--- config.mk ---
export PLATFORM = sky130hd
export DESIGN_NAME = i2c_regfile_slave
export DESIGN_NICKNAME = d
export VERILOG_FILES = /design/src/rtl/i2c_rf_pkg.sv /design/src/rtl/i2c_rf_sense.sv /design/src/rtl/i2c_rf_store.sv /design/src/rtl/i2c_rf_ctrl.sv /design/src/rtl/i2c_regfile_slave.sv
export SDC_FILE = /design/constraint.sdc
export NUM_CORES = 2
export LEC_CHECK = 0
export CAP_MARGIN = 25
export CORE_AREA = 2 2 508 308
export CTS_CLUSTER_DIAMETER = 30
export DETAILED_ROUTE_END_ITERATION = 10
export DIE_AREA = 0 0 510 310
export PLACE_DENSITY = 0.71
export SYNTH_ARGS = -nofsm -noshare
export SYNTH_HDL_FRONTEND = slang
export SYNTH_HIERARCHICAL = 1
export SYNTH_SLANG_ARGS = --single-unit
--- constraint.sdc ---
create_clock -name clk -period 3.15 [get_ports clk]
set_input_delay 0.63 -clock clk [delete_from_list [all_inputs] [get_ports clk]]
set_output_delay 0.63 -clock clk [all_outputs]
set_load 0.02 [all_outputs]
--- src/rtl/i2c_rf_pkg.sv ---
package i2c_rf_pkg;
    localparam int BYTE_W = 8;

    typedef enum logic [3:0] {
        ST_IDLE,
        ST_ADDR,
        ST_ADDR_ACK,
        ST_PTR,
        ST_PTR_ACK,
        ST_WDATA,
        ST_WDATA_ACK,
        ST_RDATA,
        ST_RACK,
        ST_RWAIT
    } slv_state_e;
endpackage

--- src/rtl/i2c_rf_sense.sv ---
module i2c_rf_sense (
    input  logic clk,
    input  logic rst_n,
    input  logic scl_i,
    input  logic sda_i,
    output logic scl_s,
    output logic sda_s,
    output logic scl_rise,
    output logic scl_fall,
    output logic start_ev,
    output logic stop_ev
);
    localparam int NLINE = 2;   // index 1 = SCL, index 0 = SDA

    typedef struct packed {
        logic [NLINE-1:0] meta;
        logic [NLINE-1:0] sync;
        logic [NLINE-1:0] prev;
    } sense_t;

    sense_t s_d, s_q;
    logic [NLINE-1:0] raw;

    assign raw = {scl_i, sda_i};

    always_comb begin
        s_d      = s_q;
        s_d.meta = raw;
        s_d.sync = s_q.meta;
        s_d.prev = s_q.sync;
    end

    always_ff @(posedge clk or negedge rst_n) begin
        if (!rst_n) s_q <= '{meta: '1, sync: '1, prev: '1};
        else        s_q <= s_d;
    end

    logic [NLINE-1:0] rise_v, fall_v;

    for (genvar g = 0; g < NLINE; g++) begin : g_edge
        assign rise_v[g] =  s_q.sync[g] & ~s_q.prev[g];
        assign fall_v[g] = ~s_q.sync[g] &  s_q.prev[g];
    end

    logic scl_hi2;
    assign scl_hi2  = s_q.sync[1] & s_q.prev[1];

    assign scl_s    = s_q.sync[1];
    assign sda_s    = s_q.sync[0];
    assign scl_rise = rise_v[1];
    assign scl_fall = fall_v[1];
    assign start_ev = scl_hi2 & fall_v[0];
    assign stop_ev  = scl_hi2 & rise_v[0];
endmodule

--- src/rtl/i2c_rf_store.sv ---
module i2c_rf_store #(
    parameter int AW = 7,
    parameter int DW = 8
) (
    input  logic          clk,
    input  logic          rst_n,
    input  logic          bus_we,
    input  logic [AW-1:0] bus_waddr,
    input  logic [DW-1:0] bus_wdata,
    input  logic [AW-1:0] bus_raddr,
    output logic [DW-1:0] bus_rdata,
    input  logic [AW-1:0] usr_addr,
    input  logic          usr_we,
    input  logic [DW-1:0] usr_wdata,
    output logic [DW-1:0] usr_rdata
);
    localparam int DEPTH = 1 << AW;

    logic [DW-1:0] mem_q [DEPTH];
    logic [DW-1:0] mem_d [DEPTH];

    // Bus write is applied last, so it wins a same-cycle collision.
    for (genvar g = 0; g < DEPTH; g++) begin : g_word
        always_comb begin
            mem_d[g] = mem_q[g];
            if (usr_we && usr_addr == AW'(g)) mem_d[g] = usr_wdata;
            if (bus_we && bus_waddr == AW'(g)) mem_d[g] = bus_wdata;
        end

        always_ff @(posedge clk or negedge rst_n) begin
            if (!rst_n) mem_q[g] <= '0;
            else        mem_q[g] <= mem_d[g];
        end
    end

    assign bus_rdata = mem_q[bus_raddr];
    assign usr_rdata = mem_q[usr_addr];
endmodule

--- src/rtl/i2c_rf_ctrl.sv ---
module i2c_rf_ctrl
    import i2c_rf_pkg::*;
#(
    parameter logic [6:0] DEV_ADDR    = 7'h2A,
    parameter int         AW          = 7,
    parameter int         STRETCH_CYC = 16
) (
    input  logic              clk,
    input  logic              rst_n,
    input  logic              sda_s,
    input  logic              scl_rise,
    input  logic              scl_fall,
    input  logic              start_ev,
    input  logic              stop_ev,
    input  logic [BYTE_W-1:0] rd_byte,
    output logic              sda_oe,
    output logic              scl_oe,
    output logic [AW-1:0]     ptr,
    output logic              auto_inc,
    output logic              bus_we,
    output logic [AW-1:0]     bus_waddr,
    output logic [BYTE_W-1:0] bus_wdata
);
    localparam int SCW = $clog2(STRETCH_CYC + 2);
    localparam logic [3:0] BITS_IN = 4'(BYTE_W);
    localparam logic [3:0] LAST_OUT = 4'(BYTE_W - 1);

    typedef struct packed {
        slv_state_e        state;
        logic [3:0]        bitcnt;
        logic [BYTE_W-1:0] shreg;
        logic [AW-1:0]     ptr;
        logic              inc;
        logic              rnw;
        logic              mnak;
        logic              sda_oe;
        logic              scl_oe;
        logic [SCW-1:0]    scnt;
        logic              we;
        logic [AW-1:0]     waddr;
        logic [BYTE_W-1:0] wdata;
    } ctrl_t;

    ctrl_t c_d, c_q;
    logic  rx_state;

    assign rx_state = (c_q.state == ST_ADDR) || (c_q.state == ST_PTR) ||
                      (c_q.state == ST_WDATA);

    always_comb begin
        c_d    = c_q;
        c_d.we = 1'b0;

        // clock-stretch countdown
        if (c_q.scnt != '0) begin
            c_d.scnt   = c_q.scnt - 1'b1;
            c_d.scl_oe = (c_q.scnt != SCW'(1));
        end

        // shift in on SCL rise while receiving
        if (rx_state && scl_rise) begin
            c_d.shreg  = {c_q.shreg[BYTE_W-2:0], sda_s};
            c_d.bitcnt = c_q.bitcnt + 1'b1;
        end

        unique case (c_q.state)
            ST_ADDR: begin
                if (scl_fall && c_q.bitcnt == BITS_IN) begin
                    c_d.bitcnt = '0;
                    if (c_q.shreg[BYTE_W-1:1] == DEV_ADDR) begin
                        c_d.sda_oe = 1'b1;
                        c_d.rnw    = c_q.shreg[0];
                        c_d.state  = ST_ADDR_ACK;
                    end else begin
                        c_d.state  = ST_IDLE;
                    end
                end
            end
            ST_ADDR_ACK: begin
                if (scl_fall) begin
                    c_d.sda_oe = 1'b0;
                    if (c_q.rnw) begin
                        c_d.shreg  = rd_byte;
                        c_d.sda_oe = ~rd_byte[BYTE_W-1];
                        c_d.bitcnt = '0;
                        c_d.state  = ST_RDATA;
                        if (STRETCH_CYC > 0) begin
                            c_d.scnt   = SCW'(STRETCH_CYC);
                            c_d.scl_oe = 1'b1;
                        end
                    end else begin
                        c_d.state = ST_PTR;
                    end
                end
            end
            ST_PTR: begin
                if (scl_fall && c_q.bitcnt == BITS_IN) begin
                    c_d.bitcnt = '0;
                    c_d.ptr    = c_q.shreg[AW-1:0];
                    c_d.inc    = c_q.shreg[BYTE_W-1];
                    c_d.sda_oe = 1'b1;
                    c_d.state  = ST_PTR_ACK;
                end
            end
            ST_PTR_ACK, ST_WDATA_ACK: begin
                if (scl_fall) begin
                    c_d.sda_oe = 1'b0;
                    c_d.state  = ST_WDATA;
                end
            end
            ST_WDATA: begin
                if (scl_fall && c_q.bitcnt == BITS_IN) begin
                    c_d.bitcnt = '0;
                    c_d.we     = 1'b1;
                    c_d.waddr  = c_q.ptr;
                    c_d.wdata  = c_q.shreg;
                    if (c_q.inc) c_d.ptr = c_q.ptr + 1'b1;
                    c_d.sda_oe = 1'b1;
                    c_d.state  = ST_WDATA_ACK;
                end
            end
            ST_RDATA: begin
                if (scl_fall) begin
                    if (c_q.bitcnt == LAST_OUT) begin
                        c_d.bitcnt = '0;
                        c_d.sda_oe = 1'b0;
                        if (c_q.inc) c_d.ptr = c_q.ptr + 1'b1;
                        c_d.state  = ST_RACK;
                    end else begin
                        c_d.shreg  = {c_q.shreg[BYTE_W-2:0], 1'b0};
                        c_d.sda_oe = ~c_q.shreg[BYTE_W-2];
                        c_d.bitcnt = c_q.bitcnt + 1'b1;
                    end
                end
            end
            ST_RACK: begin
                if (scl_rise) c_d.mnak = sda_s;
                if (scl_fall) begin
                    if (!c_q.mnak) begin
                        c_d.shreg  = rd_byte;
                        c_d.sda_oe = ~rd_byte[BYTE_W-1];
                        c_d.state  = ST_RDATA;
                        if (STRETCH_CYC > 0) begin
                            c_d.scnt   = SCW'(STRETCH_CYC);
                            c_d.scl_oe = 1'b1;
                        end
                    end else begin
                        c_d.sda_oe = 1'b0;
                        c_d.state  = ST_RWAIT;
                    end
                end
            end
            default: ;
        endcase

        // bus conditions override everything
        if (start_ev || stop_ev) begin
            c_d.state  = start_ev ? ST_ADDR : ST_IDLE;
            c_d.bitcnt = '0;
            c_d.sda_oe = 1'b0;
            c_d.scl_oe = 1'b0;
            c_d.scnt   = '0;
        end
    end

    always_ff @(posedge clk or negedge rst_n) begin
        if (!rst_n) begin
            c_q <= '{state: ST_IDLE, default: '0};
        end else begin
            c_q <= c_d;
        end
    end

    assign sda_oe    = c_q.sda_oe;
    assign scl_oe    = c_q.scl_oe;
    assign ptr       = c_q.ptr;
    assign auto_inc  = c_q.inc;
    assign bus_we    = c_q.we;
    assign bus_waddr = c_q.waddr;
    assign bus_wdata = c_q.wdata;
endmodule

--- src/rtl/i2c_regfile_slave.sv ---
module i2c_regfile_slave #(
    parameter logic [6:0] DEV_ADDR    = 7'h2A,
    parameter int         STRETCH_CYC = 16
) (
    input  logic       clk,
    input  logic       rst_n,
    input  logic       scl_i,
    input  logic       sda_i,
    output logic       scl_oe_o,
    output logic       sda_oe_o,
    input  logic [6:0] usr_addr_i,
    input  logic       usr_we_i,
    input  logic [7:0] usr_wdata_i,
    output logic [7:0] usr_rdata_o
);
    import i2c_rf_pkg::*;

    localparam int AW = 7;

    logic              scl_s, sda_s, scl_rise, scl_fall, start_ev, stop_ev;
    logic [AW-1:0]     ptr, bus_waddr;
    logic              auto_inc, bus_we;
    logic [BYTE_W-1:0] bus_wdata, rd_byte;

    i2c_rf_sense u_sense (
        .clk      (clk),
        .rst_n    (rst_n),
        .scl_i    (scl_i),
        .sda_i    (sda_i),
        .scl_s    (scl_s),
        .sda_s    (sda_s),
        .scl_rise (scl_rise),
        .scl_fall (scl_fall),
        .start_ev (start_ev),
        .stop_ev  (stop_ev)
    );

    i2c_rf_ctrl #(
        .DEV_ADDR    (DEV_ADDR),
        .AW          (AW),
        .STRETCH_CYC (STRETCH_CYC)
    ) u_ctrl (
        .clk       (clk),
        .rst_n     (rst_n),
        .sda_s     (sda_s),
        .scl_rise  (scl_rise),
        .scl_fall  (scl_fall),
        .start_ev  (start_ev),
        .stop_ev   (stop_ev),
        .rd_byte   (rd_byte),
        .sda_oe    (sda_oe_o),
        .scl_oe    (scl_oe_o),
        .ptr       (ptr),
        .auto_inc  (auto_inc),
        .bus_we    (bus_we),
        .bus_waddr (bus_waddr),
        .bus_wdata (bus_wdata)
    );

    i2c_rf_store #(
        .AW (AW),
        .DW (BYTE_W)
    ) u_store (
        .clk       (clk),
        .rst_n     (rst_n),
        .bus_we    (bus_we),
        .bus_waddr (bus_waddr),
        .bus_wdata (bus_wdata),
        .bus_raddr (ptr),
        .bus_rdata (rd_byte),
        .usr_addr  (usr_addr_i),
        .usr_we    (usr_we_i),
        .usr_wdata (usr_wdata_i),
        .usr_rdata (usr_rdata_o)
    );

    logic unused_scl_s;
    assign unused_scl_s = scl_s;
endmodule

# [Word-level counts from Yosys, hierarchy flattened]
# Index checks and enable logic that the tools add are counted.
[totals] reg_bits=1079 out_inout_bits=10 word_cells=1154
[op_classes] add_sub_neg=3 magnitude_cmp=2 n_eq_ne=280 muxes=306 bitwise=15 n_reduce_logical=404
[op_table] cell="2-to-1 mux 8 bit" count=268
[op_table] cell="== test 7 bit, second input constant" count=128
[op_table] cell="== test 7 x 6 -> 1 bit, second input constant" count=65
[op_table] cell="logical AND 1 bit" count=258
[op_table] cell="nonzero test 2 bit" count=128
[op_table] cell="== test 7 x 5 -> 1 bit, second input constant" count=32
[op_table] cell="binary-select mux 8 bit (select 7 bit)" count=2
[op_table] cell="== test 7 x 4 -> 1 bit, second input constant" count=16
[op_table] cell="== test 7 x 3 -> 1 bit, second input constant" count=8
[op_table] cell="2-to-1 mux 7 bit" count=7
[op_table] cell="2-to-1 mux 16 bit" count=3
[op_table] cell="== test 7 x 2 -> 1 bit, second input constant" count=4
[op_table] cell="one-hot mux 4 bit (7 select lines)" count=1
[op_table] cell="2-to-1 mux 12 bit" count=2
[op_table] cell="one-hot mux 8 bit (3 select lines)" count=1
[op_table] cell="2-to-1 mux 23 bit" count=1
[op_table] cell="one-hot mux 7 bit (3 select lines)" count=1
[op_table] cell="== test 4 x 3 -> 1 bit, second input constant" count=5
[op_table] cell="2-to-1 mux 4 bit" count=5
[op_table] cell="one-hot mux 4 bit (5 select lines)" count=1
[op_table] cell="inequality test 3 x 1 -> 1 bit, second input constant" count=6
[op_table] cell=">= comparator 8 bit, second input constant" count=2
[op_table] cell="NOT 7 -> 8 bit" count=2
[op_table] cell="== test 7 x 1 -> 1 bit, second input constant" count=2
[op_table] cell="30 further kinds" count=62

# [Depth between registers and ports, before layout]
[logic_depth] ltp_word=9 ltp_mapped=13 ltp_nobuf=9

# [Cells and area by module]
# Netlist, hierarchy kept.
[by_module_without_submodules] mod="i2c_rf_store" instances=1 cells_per_inst=6186 area_per_inst_um2=65530.3 seq_area_each_um2=25624.6
[by_module_without_submodules] mod="i2c_rf_ctrl" instances=1 cells_per_inst=297 area_per_inst_um2=2949.1 seq_area_each_um2=1226.2
[by_module_without_submodules] mod="i2c_rf_sense" instances=1 cells_per_inst=10 area_per_inst_um2=190.2 seq_area_each_um2=157.7

# [Worst setup path after synthesis]
# OpenSTA, ideal clock, no wires.
[synth_timing] path_type="input to output" start="in usr_addr_i[0]" end="out usr_rdata_o[7]" arrival_ps=2559 required_time_ps=2520 slack_ps=-39 path_stages=8 n_path_buf=3 path_cell_list="buf_6 > buf_4 > buf_2 > mux4_2 > a22oi_1 > a21oi_1 > nor4_1 > nand3_1"
[synth_via] elab_chain_len=4
[synth_rtl] element="from (decl)" line="i2c_regfile_slave.sv:11" source="input logic [6:0] usr_addr_i,"
[synth_rtl] element="NOT 7 -> 8 bit (implied by the code)" line="i2c_rf_store.sv:37" source="assign usr_rdata = mem_q[usr_addr];"
[synth_rtl] element="binary-select mux 8 bit (select 7 bit)" line="i2c_rf_store.sv:37"
[synth_rtl] element="2-to-1 mux 8 bit (implied by the code) (2 in a row)" line="i2c_rf_store.sv:37"
[synth_rtl] element="to (decl)" line="i2c_regfile_slave.sv:14" source="output logic [7:0] usr_rdata_o"
# No other way between the ends. The select of a mux whose other input is x is not followed.

# [Worst setup path after layout]
[layout_timing] start="reg u_store/mem_q[420] (netlist bit)" end="out usr_rdata_o[4]"
[layout_via] elab_chain_len=3
[layout_rtl] element="from (decl)" line="i2c_rf_store.sv:19" source="logic [DW-1:0] mem_q [DEPTH];"
[layout_rtl] element="from (signal, indexed assignment)" line="i2c_rf_store.sv:32" source="else mem_q[g] <= mem_d[g];"
[layout_rtl] element="binary-select mux 8 bit (select 7 bit)" line="i2c_rf_store.sv:37"
[layout_rtl] element="2-to-1 mux 8 bit (implied by the code) (2 in a row)" line="i2c_rf_store.sv:37"
# No other way between the ends. The select of a mux whose other input is x is not followed.

==> run summary <==
Slew @ Worst Pin: 1220 ps
Reg clk slew, reported paths: 60 ps
routed length per instance: 35.2 um
hold crit path type: input port to register
Fin Hold WS: 193 ps
reg2reg path depth: 10
CP cell instances: mux4_2 -> mux4_2 -> a22o_4 -> or4_4 -> buf_6
max_slew headroom: 0.187
mux share of post-synthesis cell area: 0.334
Via Count: 63.4k
1st-iter DRT viols: 11.4k
CTS tree: yes
most common cell after layout, fill and taps aside: mux2i_1
Starting Density: 0.446
Pre-antenna DRT Iters: 8
hold_sp: sda_i
DPL Wire Length: 238 mm
input/output buffers: 29
Layout Skew: 53.2 ps
chip height: 310 um
post-route worst setup slack: -781 ps
Worst path slowest cell: mux4_2
leading cell types in the layout, fill and taps excluded: mux2i_1, dfrtp_1, buf_4, nand2_1, o21ai_1
cell family with most CP delay: multiplexers
clk_lat worst skew: 860 ps
global-route wire length before repair: 469 mm
Overflow after GRT: 0
CP peak stage delay: 610 ps
ys flop type: dfrtp_1
Final Critical Period: 3930 ps
most frequent CP cell: mux4_2
grt peak-use layer: met1
Synthesis Warnings: 6
Power, Total: 0.0467 W
crit path max fanout: 3
fin nets: 7,297
status: finished with violations
vias per cell: 6.67
post-route DRC violation count: 0
largest family of logic cells by synthesized area: multiplexers
Max Cap Violations: 0
Max Freq: 0.254 GHz
Worst Hold Depth: 1
post-synthesis sequential area ratio: 0.393
Setup TNS Final: -4840 ps
Mapped Nets: 6,519
area share of xor/xnor cells in the synthesized design: 0.000765
CP Capture Type: primary output
Leak: 34.3 nW
routability cong.: 1.06
DIE WIDTH: 510 um
WP depth: 5
RSZ-0062 raised after global routing: yes
final worst-path cycle share: 1.25
H-Tree Depth: 4
setup violators final: 14
Critical Path RT: 2520 ps
Post-Synth Adder-Cell Area: 0.00109
PwrDens: 526 nW/um^2
CP Launch Type: register
Routed Antenna Nets: 0
met1 Track Usage GR: 0.596
worst path arrival time: 3300 ps
simple-gate portion of the synthesized area: 0.118
vias in the first global route: 59.7k
Final Max Tran Viols: 0
pin count of the biggest net entering global routing: 129
# IOs: 30
layout cells sized above 1: 0.311
CTS Root Cell: clkbuf_16
Worst Path Buf+Inv: 1
final hold violation count: 0
core area: 154,000 um^2
Place WS: -1620 ps
WS Path Type: register to primary output
GR Util All Layers: 0.419
Sink Count: 1,079
failing checks: negative setup slack
Std-Cell Rows: 112
Synth cell types: 93
Synth async-reset ratio: 1.00
Post-synth EDFFs: 0
Die ar.: 158,000 um^2
total routed wirelength: 335 mm
initial antenna violation count: 19
syn avg cell area: 10.6 um^2
met2 Resource Use GR: 0.543
met3 Use GR: 0.211
Synth Cell Area: 68,700 um^2
post-synthesis compound-gate area fraction: 0.110
Yosys reg bits: 1,079
Area Growth Syn to Fin: 29.3%
cts bufs inserted: 206
Longest Clk Path Bufs: 4
Syn Inst Count: 6,493
CP Launch Point: u_store/mem_q[420]
Worst R2R Start: u_ctrl/ptr[0]
Peak VDD IR: 0.000566 V
cells in the mapped netlist, drive strengths merged (13+ instances only):
cell / number / area [um^2]
buf: 267 / 1530
a22oi: 75 / 563
o22ai: 48 / 307
inv: 14 / 52.6
nand4: 25 / 216
nor3: 37 / 257
a21oi: 436 / 2190
nor2: 604 / 3150
mux2: 21 / 236
clkbuf: 348 / 1310
a31oi: 13 / 81.3
o211ai: 19 / 143
mux4: 461 / 10400
nand3: 62 / 385
o21ai: 688 / 3480
nand2: 841 / 3240
a211oi: 22 / 178
mux2i: 1227 / 12300
nor4: 25 / 156
dfrtp: 1073 / 26900
nor2b: 25 / 164
power by group:
part,switching (W),internal [W],total [W]
clock,0.00838,0.0153,0.0236
combinational,0.00355,0.00303,0.00658
sequential,0.00140,0.0151,0.0165
total,0.0133,0.0333,0.0467
worst register-to-register path, delay by kind of cell, from the launching register on:
| kind | cells | cell delay [ps] |
|---|---|---|
| AO/OA/AOI/OAI | 4 | 830 |
| AND/OR/NAND/NOR | 1 | 440 |
| flip-flops | 1 | 490 |
| buffers and inverters | 3 | 620 |
| multiplexers | 2 | 780 |
per-stage QoR:
step	cells	utilization	cell area (um^2)
5_1_grt	9491	0.576	88800
2_1_floorplan	6493	-	68700
3_3_place_gp	9026	0.515	79300
3_5_place_dp	9026	0.515	79300
6_report	9499	0.577	88800
4_1_cts	9446	0.572	88000
repair_timing:
action                                 CTS  global route
pin swaps                               45            32
gates cloned                             9             2
buffers inserted                        48            47
resized for setup                      215            75
setup endpoints to repair               12            17
hold buffers                             1             0
endpoints found under the hold margin    9             0
logic make-up (layout without fill, tap and decap cells):
group | Yosys count | after routing
DFF | 1079 | 1079
other | 0 | 10
adders and majority gates | 6 | 6
muxes | 1709 | 1709
and+or+nand+nor | 1692 | 1692
buffers and inverters | 629 | 1573
xor gates and xnor gates | 6 | 6
AOI/OAI and AO/OA | 1372 | 1372
cell type report:
cell class / count / area [um^2]
antenna: 10 / 25.0
timing repair buffer: 1185 / 12200
tap: 2052 / 2570
inverter: 14 / 52.6
clock buffer: 246 / 5540
sequential: 1079 / 27100
clock inverter: 128 / 1750
fill: 12700 / 65200
multi-input combinational: 4785 / 39600
sequential cells by signal, summed over array words and instances (netlist names), 2 cells and up:
register and flops:
u_sense/s_q 2, u_store/mem_q 1024, u_ctrl/ptr 7, u_ctrl/bus_wdata 8, u_sense/s_d 2, u_ctrl/bus_waddr 7, u_ctrl/c_q 23
metal layers:
layer | up-vias | share of wire | routed length, um
li1 | 25500 | - | -
met1 | 31500 | 0.39 | 131000
met3 | 874 | 0.18 | 60900
met2 | 5474 | 0.38 | 128000
met5 | - | 0.0014 | 480
met4 | 26 | 0.042 | 13900
worst paths after layout:
path | endpoint | slack [ps]
worst min-delay path | u_sense/s_d[2] | 190
worst min register to register | u_sense/sda_s | 360
worst max register to register | u_ctrl/c_q[34] | -110
max in group asynchronous | u_store/mem_q[485] | 1550
min in group asynchronous | u_store/mem_q[546] | 310
worst max-delay path | usr_rdata_o[4] | -780
Power figures use the tool's default switching activity.
